**src/rtl/il_pkg.sv**
```systemverilog
package il_pkg;

    // Constant added to the square inside every compute lane.
    localparam int unsigned RES_OFFSET = 5;

    // Width of a lane index for a given number of lanes.
    function automatic int unsigned sel_bits(int unsigned ways);
        return (ways > 1) ? $clog2(ways) : 1;
    endfunction

endpackage

```
**src/rtl/il_rotator.sv**
```systemverilog
module il_rotator #(
    parameter int unsigned WAYS = 2,
    parameter int unsigned SW   = 1
) (
    input  logic            clk,
    input  logic            rst,
    input  logic            advance,
    output logic [SW-1:0]   sel,
    output logic [WAYS-1:0] load_vec
);
    localparam logic [SW-1:0] LAST = SW'(WAYS - 1);

    // Lane pointer: ADVANCE when an operand arrives, HOLD otherwise.
    always_ff @(posedge clk) begin
        if (rst) begin
            sel <= '0;
        end else if (advance) begin
            sel <= (sel == LAST) ? '0 : sel + 1'b1;
        end
    end

    always_comb begin
        for (int i = 0; i < WAYS; i++) begin
            load_vec[i] = advance && (sel == SW'(i));
        end
    end

    assert_wrap_R6: assert property (@(posedge clk) disable iff (rst)
        (advance && sel == LAST) |=> (sel == '0));

    assert_gap_hold_R5: assert property (@(posedge clk) disable iff (rst)
        !advance |=> $stable(sel));

    assert_range_R6: assert property (@(posedge clk) disable iff (rst)
        sel <= LAST);

    assert_one_load_R6: assert property (@(posedge clk) disable iff (rst)
        $onehot0(load_vec));

endmodule

```
**src/rtl/il_lane.sv**
```systemverilog
module il_lane #(
    parameter int unsigned DATA_W = 16
) (
    input  logic              clk,
    input  logic              rst,
    input  logic              load,
    input  logic [DATA_W-1:0] op_in,
    output logic              op_v,
    output logic [DATA_W-1:0] result
);
    logic [DATA_W-1:0] op_q;

    // Enabled input register: written only on this lane's turn.
    always_ff @(posedge clk) begin
        if (rst) begin
            op_q <= '0;
            op_v <= 1'b0;
        end else if (load) begin
            op_q <= op_in;
            op_v <= 1'b1;
        end
    end

    // Slow element: a multicycle path sampled WAYS edges after loading.
    assign result = op_q * op_q + DATA_W'(il_pkg::RES_OFFSET);

    assert_lane_hold_R6: assert property (@(posedge clk) disable iff (rst)
        !load |=> $stable(op_q));

    assert_lane_valid_R1: assert property (@(posedge clk) disable iff (rst)
        load |=> op_v);

endmodule

```
**src/rtl/il_tag_pipe.sv**
```systemverilog
module il_tag_pipe #(
    parameter int unsigned WAYS = 2,
    parameter int unsigned SW   = 1
) (
    input  logic          clk,
    input  logic          rst,
    input  logic          in_v,
    input  logic [SW-1:0] in_sel,
    output logic          out_v,
    output logic [SW-1:0] out_sel
);
    logic          v_q   [WAYS];
    logic [SW-1:0] sel_q [WAYS];

    // Stage 0 pairs with the lane register; stages 1..WAYS-1 are the
    // extra alignment registers.
    always_ff @(posedge clk) begin
        if (rst) begin
            v_q[0]   <= 1'b0;
            sel_q[0] <= '0;
        end else begin
            v_q[0]   <= in_v;
            sel_q[0] <= in_sel;
        end
    end

    for (genvar k = 1; k < WAYS; k++) begin : g_stage
        always_ff @(posedge clk) begin
            if (rst) begin
                v_q[k]   <= 1'b0;
                sel_q[k] <= '0;
            end else begin
                v_q[k]   <= v_q[k-1];
                sel_q[k] <= sel_q[k-1];
            end
        end
    end

    assign out_v   = v_q[WAYS-1];
    assign out_sel = sel_q[WAYS-1];

    assert_tag_first_R3: assert property (@(posedge clk) disable iff (rst)
        in_v |=> v_q[0]);

endmodule

```
**src/rtl/interleave_unit.sv**
```systemverilog
module interleave_unit #(
    parameter int unsigned WAYS   = 2,
    parameter int unsigned DATA_W = 16
) (
    input  logic              clk,
    input  logic              rst,
    input  logic              in_valid,
    input  logic [DATA_W-1:0] in_data,
    output logic              out_valid,
    output logic [DATA_W-1:0] out_data
);
    localparam int unsigned SW = il_pkg::sel_bits(WAYS);

    logic [SW-1:0]     sel;
    logic [WAYS-1:0]   load_vec;
    logic [WAYS-1:0]   lane_v;
    logic [DATA_W-1:0] lane_res [WAYS];
    logic              tag_v;
    logic [SW-1:0]     tag_sel;
    logic              pick_v;
    logic [DATA_W-1:0] pick_res;

    il_rotator #(.WAYS(WAYS), .SW(SW)) u_rot (
        .clk      (clk),
        .rst      (rst),
        .advance  (in_valid),
        .sel      (sel),
        .load_vec (load_vec)
    );

    for (genvar i = 0; i < WAYS; i++) begin : g_lane
        il_lane #(.DATA_W(DATA_W)) u_lane (
            .clk    (clk),
            .rst    (rst),
            .load   (load_vec[i]),
            .op_in  (in_data),
            .op_v   (lane_v[i]),
            .result (lane_res[i])
        );
    end

    il_tag_pipe #(.WAYS(WAYS), .SW(SW)) u_tag (
        .clk     (clk),
        .rst     (rst),
        .in_v    (in_valid),
        .in_sel  (sel),
        .out_v   (tag_v),
        .out_sel (tag_sel)
    );

    // Output multiplexer steered by the delayed lane index.
    always_comb begin
        pick_v   = 1'b0;
        pick_res = '0;
        for (int i = 0; i < WAYS; i++) begin
            if (tag_sel == SW'(i)) begin
                pick_v   = tag_v && lane_v[i];
                pick_res = lane_res[i];
            end
        end
    end

    always_ff @(posedge clk) begin
        if (rst) begin
            out_valid <= 1'b0;
            out_data  <= '0;
        end else begin
            out_valid <= pick_v;
            if (pick_v) begin
                out_data <= pick_res;
            end
        end
    end

    assert_reset_clear_R1: assert property (@(posedge clk) disable iff (rst)
        $past(rst) |-> (!out_valid && out_data == '0));

    assert_out_from_tag_R3: assert property (@(posedge clk) disable iff (rst)
        out_valid |-> $past(tag_v));

    assert_out_hold_R7: assert property (@(posedge clk) disable iff (rst)
        !out_valid |-> $stable(out_data));

endmodule

```
**config.mk**
```make
export PLATFORM = sky130hd
export DESIGN_NAME = interleave_unit
export DESIGN_NICKNAME = d
export VERILOG_FILES = /design/src/rtl/il_pkg.sv /design/src/rtl/il_rotator.sv /design/src/rtl/il_lane.sv /design/src/rtl/il_tag_pipe.sv /design/src/rtl/interleave_unit.sv
export SDC_FILE = /design/constraint.sdc
export NUM_CORES = 1
export LEC_CHECK = 0
export BUFFER_PORTS_ARGS = -buffer_cell sky130_fd_sc_hd__buf_2
export CORE_ASPECT_RATIO = 1.2
export CORE_MARGIN = 1.5
export CORE_UTILIZATION = 53
export DETAILED_ROUTE_END_ITERATION = 16
export PLACE_DENSITY = 0.75
export RECOVER_POWER = 50
export SYNTH_ARGS = -nofsm -noshare
export SYNTH_HDL_FRONTEND = slang
export SYNTH_SLANG_ARGS = --single-unit
```
**constraint.sdc**
```tcl
create_clock -name clk -period 6 [get_ports clk]
set_input_delay 0.3 -clock clk [delete_from_list [all_inputs] [get_ports clk]]
set_output_delay 0.3 -clock clk [all_outputs]
set_load 0.05 [all_outputs]
```
==> results.txt, run 1 <==
----------------------------------------------------
[Status]
  Failing checks ... capacitance limit, slew limit
  Run status ... finished, violations left

[Global routing]
  First-pass GRT wire length ... 30.0 mm
  Total Routing Usage GR ... 22.3%
  Via count of the first global-routing pass ... 6,429
  Total grt overflow ... 0
  Number of antenna violations at the first check in global routing ... 1
  Maximum number of pins on one net before global-route repair ... 50

[Worst setup path]
  Critical path peak fanout ... 6
  FF-to-FF path depth ... 21
  Startpoint of the worst-slack reg-to-reg timing path ... g_lane[1].u_lane.op_q[10]
  Worst stage delay on the critical path ... 0.56 ns
  Cell breakdown of the critical path ... and2_1 -> inv_1 -> fa_1 -> fa_1 -> inv_1 -> fa_1 -> inv_1 -> fa_1 -> inv_1 -> fa_1 -> inv_1 -> fa_1 -> inv_1 -> ha_1 -> a21o_1 -> o2bb2ai_1 -> a31o_2 -> o41ai_4 -> xnor2_1 -> nor2_1 -> a211oi_1
  Crit path required time ... 6.23 ns
  Worst path bufs/invs ... 6
  Critical path's slowest cell ... sky130_fd_sc_hd__fa_1
  Family with the most delay on the worst path ... adder cells
  Signal arrival time at the worst endpoint ... 5.82 ns
  Destination of the worst register-to-register timing path ... out_data[15]
  Kind of critical path ... reg -> reg
  Internal reg-to-reg setup slack ... 0.41 ns
  Capturing element type of the critical path ... register
  Kind of start point of the critical path ... register

[Synth]
  Library cells used by synthesis ... 46
  Number of enable-type register cells in the synthesized netlist ... 0
  Leading post-synthesis cells by cell area ... sky130_fd_sc_hd__fa_1 (32%), sky130_fd_sc_hd__ha_1 (15%), sky130_fd_sc_hd__dfxtp_1 (13%)
  Post-Synthesis Net Count ... 1,230
  Ys Warns ... 0
  Post-Syn Area per Cell ... 8.62 um^2
  Sequential element share of the synthesized area ... 12.8%
  Async set-or-reset flop fraction in the synthesized netlist ... 0%
  Area of the mapped netlist ... 0.00842 mm^2
  Flip-flop and latch count after synthesis ... 54
  Most frequently used flop master after synthesis ... sky130_fd_sc_hd__dfxtp_1
  Synthesized instance count ... 977
  Area share of the leading cell type in the synthesized netlist ... 32.3%
  Post-synthesis cell type with the largest combined area ... sky130_fd_sc_hd__fa_1

[Timing]
  Relative slew slack ... -43.1%
  Slew Limit Fails ... 50
  Fin crit share ... 93.2%
  Total of endpoints with negative setup slack in the final report ... 0
  Worst Skew ... 0.00733 ns
  Sum of negative setup slack ... 0 ns
  Post-layout min period ... 5.59 ns
  Worst slew pin tran ... 2.15 ns
  Setup repair after global routing missed its margin ... no
  Total count of hold-check failures in the final report ... 0
  Max Fclk ... 179 MHz

[Cells and area]
  Post-layout net count ... 1,248
  Flip-flop and latch area ... 0.00108 mm^2
  Fill count ... 1,418
  Area overhead of the layout relative to synthesis ... 6.27%
  Ratio of cells with drive above 1 in the final layout ... 4.92%
  Top library cells by usage in the layout, fill and taps aside ... sky130_fd_sc_hd__inv_1 (224), sky130_fd_sc_hd__nand2_1 (148), sky130_fd_sc_hd__fa_1 (136)
  Area taken by multi-input logic gates ... 0.00636 mm^2
  Core Util, Final ... 57.5%
  Commonest non-fill, non-tap cell in the layout ... sky130_fd_sc_hd__inv_1

[Power]
  Cell Pwr Density ... 107 mW/mm^2
  P_leak ... 4.66 nW
  Worst vdd rail ir drop ... 0.000103 V

[Route]
  Final routed DRC violation total ... 0
  Detailed-route wire length ... 17.5 mm
  Drt initial violations ... 261
  Pre-antenna DRT Iters ... 5
  Detailed-route wire length per cell ... 14.5 um
  Count of antenna-violating nets left after detailed routing ... 0
  Via total after detailed routing ... 6,166
  Via density ... 5.12

[Clock tree]
  Post-CTS repair timing setup buffer count ... 0
  Clock latency reported for the late side of the worst-skew pair ... 0.31 ns
  Clock transition time at the flip-flop clock pins of the worst setup and hold paths ... 0.08 ns
  Gates resized, CTS repair ... 0
  CTS tree ... done
  Max Buffers Root-to-Sink ... 2
  Clock tree sinks ... 54
  # H-tree levels ... 2
  Root buf cell ... sky130_fd_sc_hd__clkbuf_16
  Number of buffers created by CTS ... 5
  Hold-fix buffer count after cts ... 0

[Die]
  Rows ... 50
  Height of the die ... 141 um
  Width of the die ... 118 um
  Initial cell density of the core ... 54.1%
  Die ar. ... 0.0167 mm^2
  Core Area ... 0.0156 mm^2
  Number of top-level design ports ... 36

[Min path]
  Startpoint of the most critical hold path ... in_data[14]
  End point of the worst hold path ... g_lane[1].u_lane.op_q[14]
  Hold Crit Depth ... 3
  Worst hold path class ... in -> reg

[Place]
  Placed wire-length estimate ... 14.7 mm
  Routability cong. ... 0.864
  Number of buffer cells added on primary ports ... 34

[Job]
  Max-cap violation count ... 1

----------------------------------------------------
layout make-up:
type | count | area share, %
multi-input cells | 662 | 71.1
inverters | 224 | 9.39
clock buffers | 5 | 1.40
well taps | 208 | 2.91
flip-flops and latches | 54 | 12.1
diodes | 1 | 0.0280
clock inverters | 3 | 0.321
repair buffers | 48 | 2.82
sequential cells by signal, summed over array words and instances, names as in the netlist:
signal / count
u_rot.sel: 1
out_valid: 1
out_data: 16
g_lane.u_lane.op_q: 30
u_tag.v_q: 2
g_lane.u_lane.op_v: 2
u_tag.sel_q: 2
synth_stat cells (all sizes together) (4+ instances only):
| cell type | number |
|---|---|
| nor2b | 9 |
| a21o | 9 |
| xnor2 | 42 |
| and2 | 35 |
| a21oi | 53 |
| nor2 | 29 |
| and3 | 4 |
| xor2 | 14 |
| nor3 | 5 |
| ha | 98 |
| a31oi | 5 |
| o21ai | 18 |
| clkbuf | 35 |
| fa | 136 |
| nand2 | 148 |
| or2 | 4 |
| o21a | 5 |
| a211oi | 12 |
| inv | 224 |
| dfxtp | 54 |
tightest hold or removal path: stages:
cell	delay (ns)
sky130_fd_sc_hd__buf_2	0.11
sky130_fd_sc_hd__nand2_1	0.05
sky130_fd_sc_hd__a21oi_1	0.05
worst max path at each step:
| stage | start | to | slack [ns] | cells past startpoint |
|---|---|---|---|---|
| 2_1_floorplan | g_lane[1].u_lane.op_q[2] | out_data[15] | 0.51 | 21 |
| 3_3_place_gp | g_lane[1].u_lane.op_q[10] | out_data[15] | 0.49 | 21 |
| 3_5_place_dp | g_lane[1].u_lane.op_q[10] | out_data[15] | 0.43 | 21 |
| 4_1_cts | g_lane[1].u_lane.op_q[9] | out_data[15] | 0.39 | 20 |
| 5_1_grt | g_lane[1].u_lane.op_q[9] | out_data[15] | 0.11 | 20 |
| 6_report | g_lane[1].u_lane.op_q[10] | out_data[15] | 0.41 | 21 |
cells by family (layout without fill, tap and decap cells):
group	Yosys count	after routing	synth area share, %
other cells	0	1	0
compound gates	123	123	9.42
mux	4	4	0.490
simple gates	245	245	12.9
xor+xnor	56	56	5.82
buf+inv	261	280	11.7
fa+ha+maj	234	234	46.9
flops	54	54	12.8
power by group:
part           switching, mW  internal, mW
registers             0.0210         0.373
clock network          0.147         0.159
logic                  0.156        0.0971
total                  0.325         0.630
through the flow:
stage | area, um^2 | hold slack [ns] | cells | total power, mW | setup slack, ns
6_report | 8950 | 0.240 | 1205 | 0.954 | 0.406
4_1_cts | 8970 | 0.235 | 1204 | 0.961 | 0.386
2_1_floorplan | 8420 | 0.414 | 977 | 0.579 | 0.507
3_3_place_gp | 8820 | 0.420 | 1196 | 0.650 | 0.492
3_5_place_dp | 8820 | 0.424 | 1196 | 0.656 | 0.428
5_1_grt | 8950 | 0.237 | 1204 | 1.01 | 0.110
per-layer routing:
metal | wire, um | vias up | GRT usage, %
li1 | - | 3011 | -
met1 | 7010 | 3014 | 27.2
met2 | 9370 | 110 | 40.7
met3 | 635 | 31 | 2.39
met4 | 447 | 0 | 7.96
met5 | 0 | - | 0
(Power assumes the default switching activity.)
==> inputs of run 2 (changes only) <==
--- a/config.mk
+++ b/config.mk
@@ -8,10 +8,11 @@
 export BUFFER_PORTS_ARGS = -buffer_cell sky130_fd_sc_hd__buf_2
 export CORE_ASPECT_RATIO = 1.2
 export CORE_MARGIN = 1.5
-export CORE_UTILIZATION = 53
+export CORE_UTILIZATION = 35
 export DETAILED_ROUTE_END_ITERATION = 16
-export PLACE_DENSITY = 0.75
+export PLACE_DENSITY = 0.55
 export RECOVER_POWER = 50
+export REMOVE_ABC_BUFFERS = 1
 export SYNTH_ARGS = -nofsm -noshare
 export SYNTH_HDL_FRONTEND = slang
 export SYNTH_SLANG_ARGS = --single-unit
==> results.txt, run 2 (synthesized netlist as in run 1, its figures left out) <==
----------------------------------------------------
[Die]
  Rows ... 62 (+24%)
  Height of the die ... 173 um (+23%)
  Width of the die ... 145 um (+22%)
  Number of top-level design ports ... 36 (unchanged)
  Initial cell density of the core ... 35.4% (-19 points)
  Core Area ... 0.0238 mm^2 (+53%)
  Die ar. ... 0.0250 mm^2 (+50%)

[Global routing]
  Maximum number of pins on one net before global-route repair ... 50 (unchanged)
  Number of antenna violations at the first check in global routing ... 0 (-1)
  Total Routing Usage GR ... 15.6% (-6.7 points)
  Via count of the first global-routing pass ... 6,393 (-0.56%)
  Total grt overflow ... 0 (unchanged)
  First-pass GRT wire length ... 31.0 mm (+3.3%)

[Worst setup path]
  Critical path peak fanout ... 7 (+1)
  Capturing element type of the critical path ... register
  Kind of critical path ... reg -> reg
  Signal arrival time at the worst endpoint ... 5.82 ns (about the same)
  Family with the most delay on the worst path ... adder cells
  CP most frequent cell ... sky130_fd_sc_hd__fa_1
  Kind of start point of the critical path ... register
  Critical path's slowest cell ... sky130_fd_sc_hd__fa_1
  Cell breakdown of the critical path ... nand2_1 -> fa_1 -> fa_1 -> inv_1 -> fa_1 -> inv_1 -> fa_1 -> inv_1 -> fa_1 -> inv_1 -> fa_1 -> inv_1 -> ha_1 -> a21o_1 -> o2bb2ai_1 -> a31o_2 -> o41ai_4 -> xnor2_1 -> nor2_1 -> a211oi_1
  Worst path bufs/invs ... 5 (-1)
  Worst stage delay on the critical path ... 0.55 ns (about the same)
  Crit path required time ... 6.21 ns (-0.02 ns)

[Timing]
  Worst slew pin tran ... 2.36 ns (+0.215 ns)
  Sum of negative setup slack ... 0 ns (unchanged)
  Worst path setup slack after routing ... 0.395 ns (-0.0115 ns)
  Worst Skew ... 0.0137 ns (+0.00635 ns)
  Post-layout min period ... 5.61 ns (+0.0115 ns)
  Total of endpoints with negative setup slack in the final report ... 0 (unchanged)
  Fin crit share ... 93.4% (+0.19 points)
  Max Fclk ... 178 MHz (-0.21%)
  Relative slew slack ... -57.5% (-14 points)
  Total count of hold-check failures in the final report ... 0 (unchanged)
  Setup repair after global routing missed its margin ... no
  Slew Limit Fails ... 50 (unchanged)

[Cells and area]
  Post-layout net count ... 1,252 (+0.32%)
  Core Util, Final ... 38.3% (-19 points)
  Register name with the most flops ... g_lane.u_lane.op_q
  Cell area after layout ... 0.00911 mm^2 (+1.8%)
  Top library cells by usage in the layout, fill and taps aside ... sky130_fd_sc_hd__inv_1 (224), sky130_fd_sc_hd__nand2_1 (148), sky130_fd_sc_hd__fa_1 (136)
  Fill count ... 2,492 (+76%)
  Ant. Diodes ... 0 (-1)
  Area overhead of the layout relative to synthesis ... 8.20%
  Largest registers in the final layout ... g_lane.u_lane.op_q x30, out_data x16
  Max FFs per register ... 30 (unchanged)
  Commonest non-fill, non-tap cell in the layout ... sky130_fd_sc_hd__inv_1
  Ratio of cells with drive above 1 in the final layout ... 5.30% (+0.38 points)

[Power]
  PnR Total Power ... 0.964 mW (+0.97%)
  Combinational group share of total power ... 26.7% (+0.2 points)
  Portion of total power attributed to sequential cells ... 40.7% (-0.6 points)
  Worst vdd rail ir drop ... 0.0000961 V (-6.4%)
  Cell-internal power ... 0.629 mW (about the same)
  P_leak ... 4.68 nW (+0.41%)
  Relative contribution of the clock network to total power ... 32.6% (+0.4 points)
  Fraction of power spent switching nets ... 34.7% (+0.67 points)
  Cell Pwr Density ... 106 mW/mm^2 (-0.83%)
  Switching Power ... 0.334 mW (+3.0%)

[Route]
  Pre-antenna DRT Iters ... 4 (-1)
  Drt initial violations ... 215 (-18%)
  Via density ... 4.57 (-11%)
  Via total after detailed routing ... 6,027 (-2.3%)
  Count of antenna-violating nets left after detailed routing ... 0 (unchanged)
  Detailed-route wire length per cell ... 13.7 um (-5.1%)
  Final routed DRC violation total ... 0 (unchanged)
  Detailed-route wire length ... 18.1 mm (+3.9%)

[Place]
  Placement-stage cell area ... 0.00899 mm^2 (+1.9%)
  Number of buffer cells added on primary ports ... 34 (unchanged)
  Post-placement worst setup slack ... 0.420 ns (-0.00798 ns)
  Placed wire-length estimate ... 15.3 mm (+4.2%)
  Routability cong. ... 0.841 (-2.6%)

[Clock tree]
  Clock transition time at the flip-flop clock pins of the worst setup and hold paths ... 0.09 ns (about the same)
  # H-tree levels ... 2 (unchanged)
  CTS tree ... done
  Max Buffers Root-to-Sink ... 2 (unchanged)
  Root buf cell ... sky130_fd_sc_hd__clkbuf_16
  Gates resized, CTS repair ... 0 (unchanged)
  Number of buffers created by CTS ... 5 (unchanged)
  Hold-fix buffer count after cts ... 0 (unchanged)
  Post-CTS repair timing setup buffer count ... 0 (unchanged)
  Clock latency reported for the late side of the worst-skew pair ... 0.31 ns (about the same)
  Clock tree sinks ... 54 (unchanged)

[Status]
  Failing checks ... capacitance limit, slew limit
  Run status ... finished, violations left

[Min path]
  Worst hold path class ... in -> reg

[Job]
  Max-cap violation count ... 1 (unchanged)

----------------------------------------------------
run 2: cell count changes in the layout (fill, tap and decap cells not counted), sizes merged:
cell    change
diode       -1
clkinv      -1
buf         +4
inv         +1
run 2: area by class of cell:
| cell class | instances | area, um^2 | area share, % |
|---|---|---|---|
| Multi-Input combinational cell | 662 | 6360 | 69.8 |
| Sequential cell | 54 | 1080 | 11.9 |
| Inverter | 224 | 841 | 9.23 |
| Tap cell | 320 | 400 | 4.39 |
| Timing Repair Buffer | 52 | 280 | 3.08 |
| Clock buffer | 5 | 125 | 1.37 |
| Clock inverter | 3 | 26.3 | 0.288 |
run 2: final timing paths:
path	start	to	slack, ns	depth (start not counted)
setup / recovery	g_lane[1].u_lane.op_q[2]	out_data[15]	0.39	20
hold / removal	in_data[14]	g_lane[1].u_lane.op_q[14]	0.24	3
setup reg to reg	g_lane[1].u_lane.op_q[2]	out_data[15]	0.39	20
hold reg to reg	u_tag.sel_q[0]	u_tag.sel_q[1]	0.44	1
run 2: power groups by stage:
stage / sequential (mW) / clock (mW) / combinational (mW)
after floorplan: 0.410 / 0 / 0.159
after global placement: 0.401 / 0 / 0.258
after detailed placement: 0.401 / 0 / 0.260
after CTS: 0.393 / 0.321 / 0.262
after global routing: 0.395 / 0.332 / 0.296
final: 0.393 / 0.314 / 0.257
run 2: worst min-delay path, delay by kind of cell:
family | cells | cell delay [ns]
buffers and inverters | 1 | 0.11
AND/OR/NAND/NOR | 1 | 0.05
AO/OA/AOI/OAI | 1 | 0.05
run 2: stage by stage:
stage / hold slack [ns] / cells
floorplan: 0.369 / 940
global placement: 0.420 / 1312
detailed placement: 0.431 / 1312
CTS: 0.232 / 1320
global route: 0.237 / 1320
finish: 0.237 / 1320
run 2: layer usage:
metal	GRT usage [%]	vias up	share of wire [%]
met5	0	-	0
met4	2.86	0	1.2
met3	1.16	13	1.5
met2	28.4	40	52
met1	20.1	2955	45
li1	-	3019	-
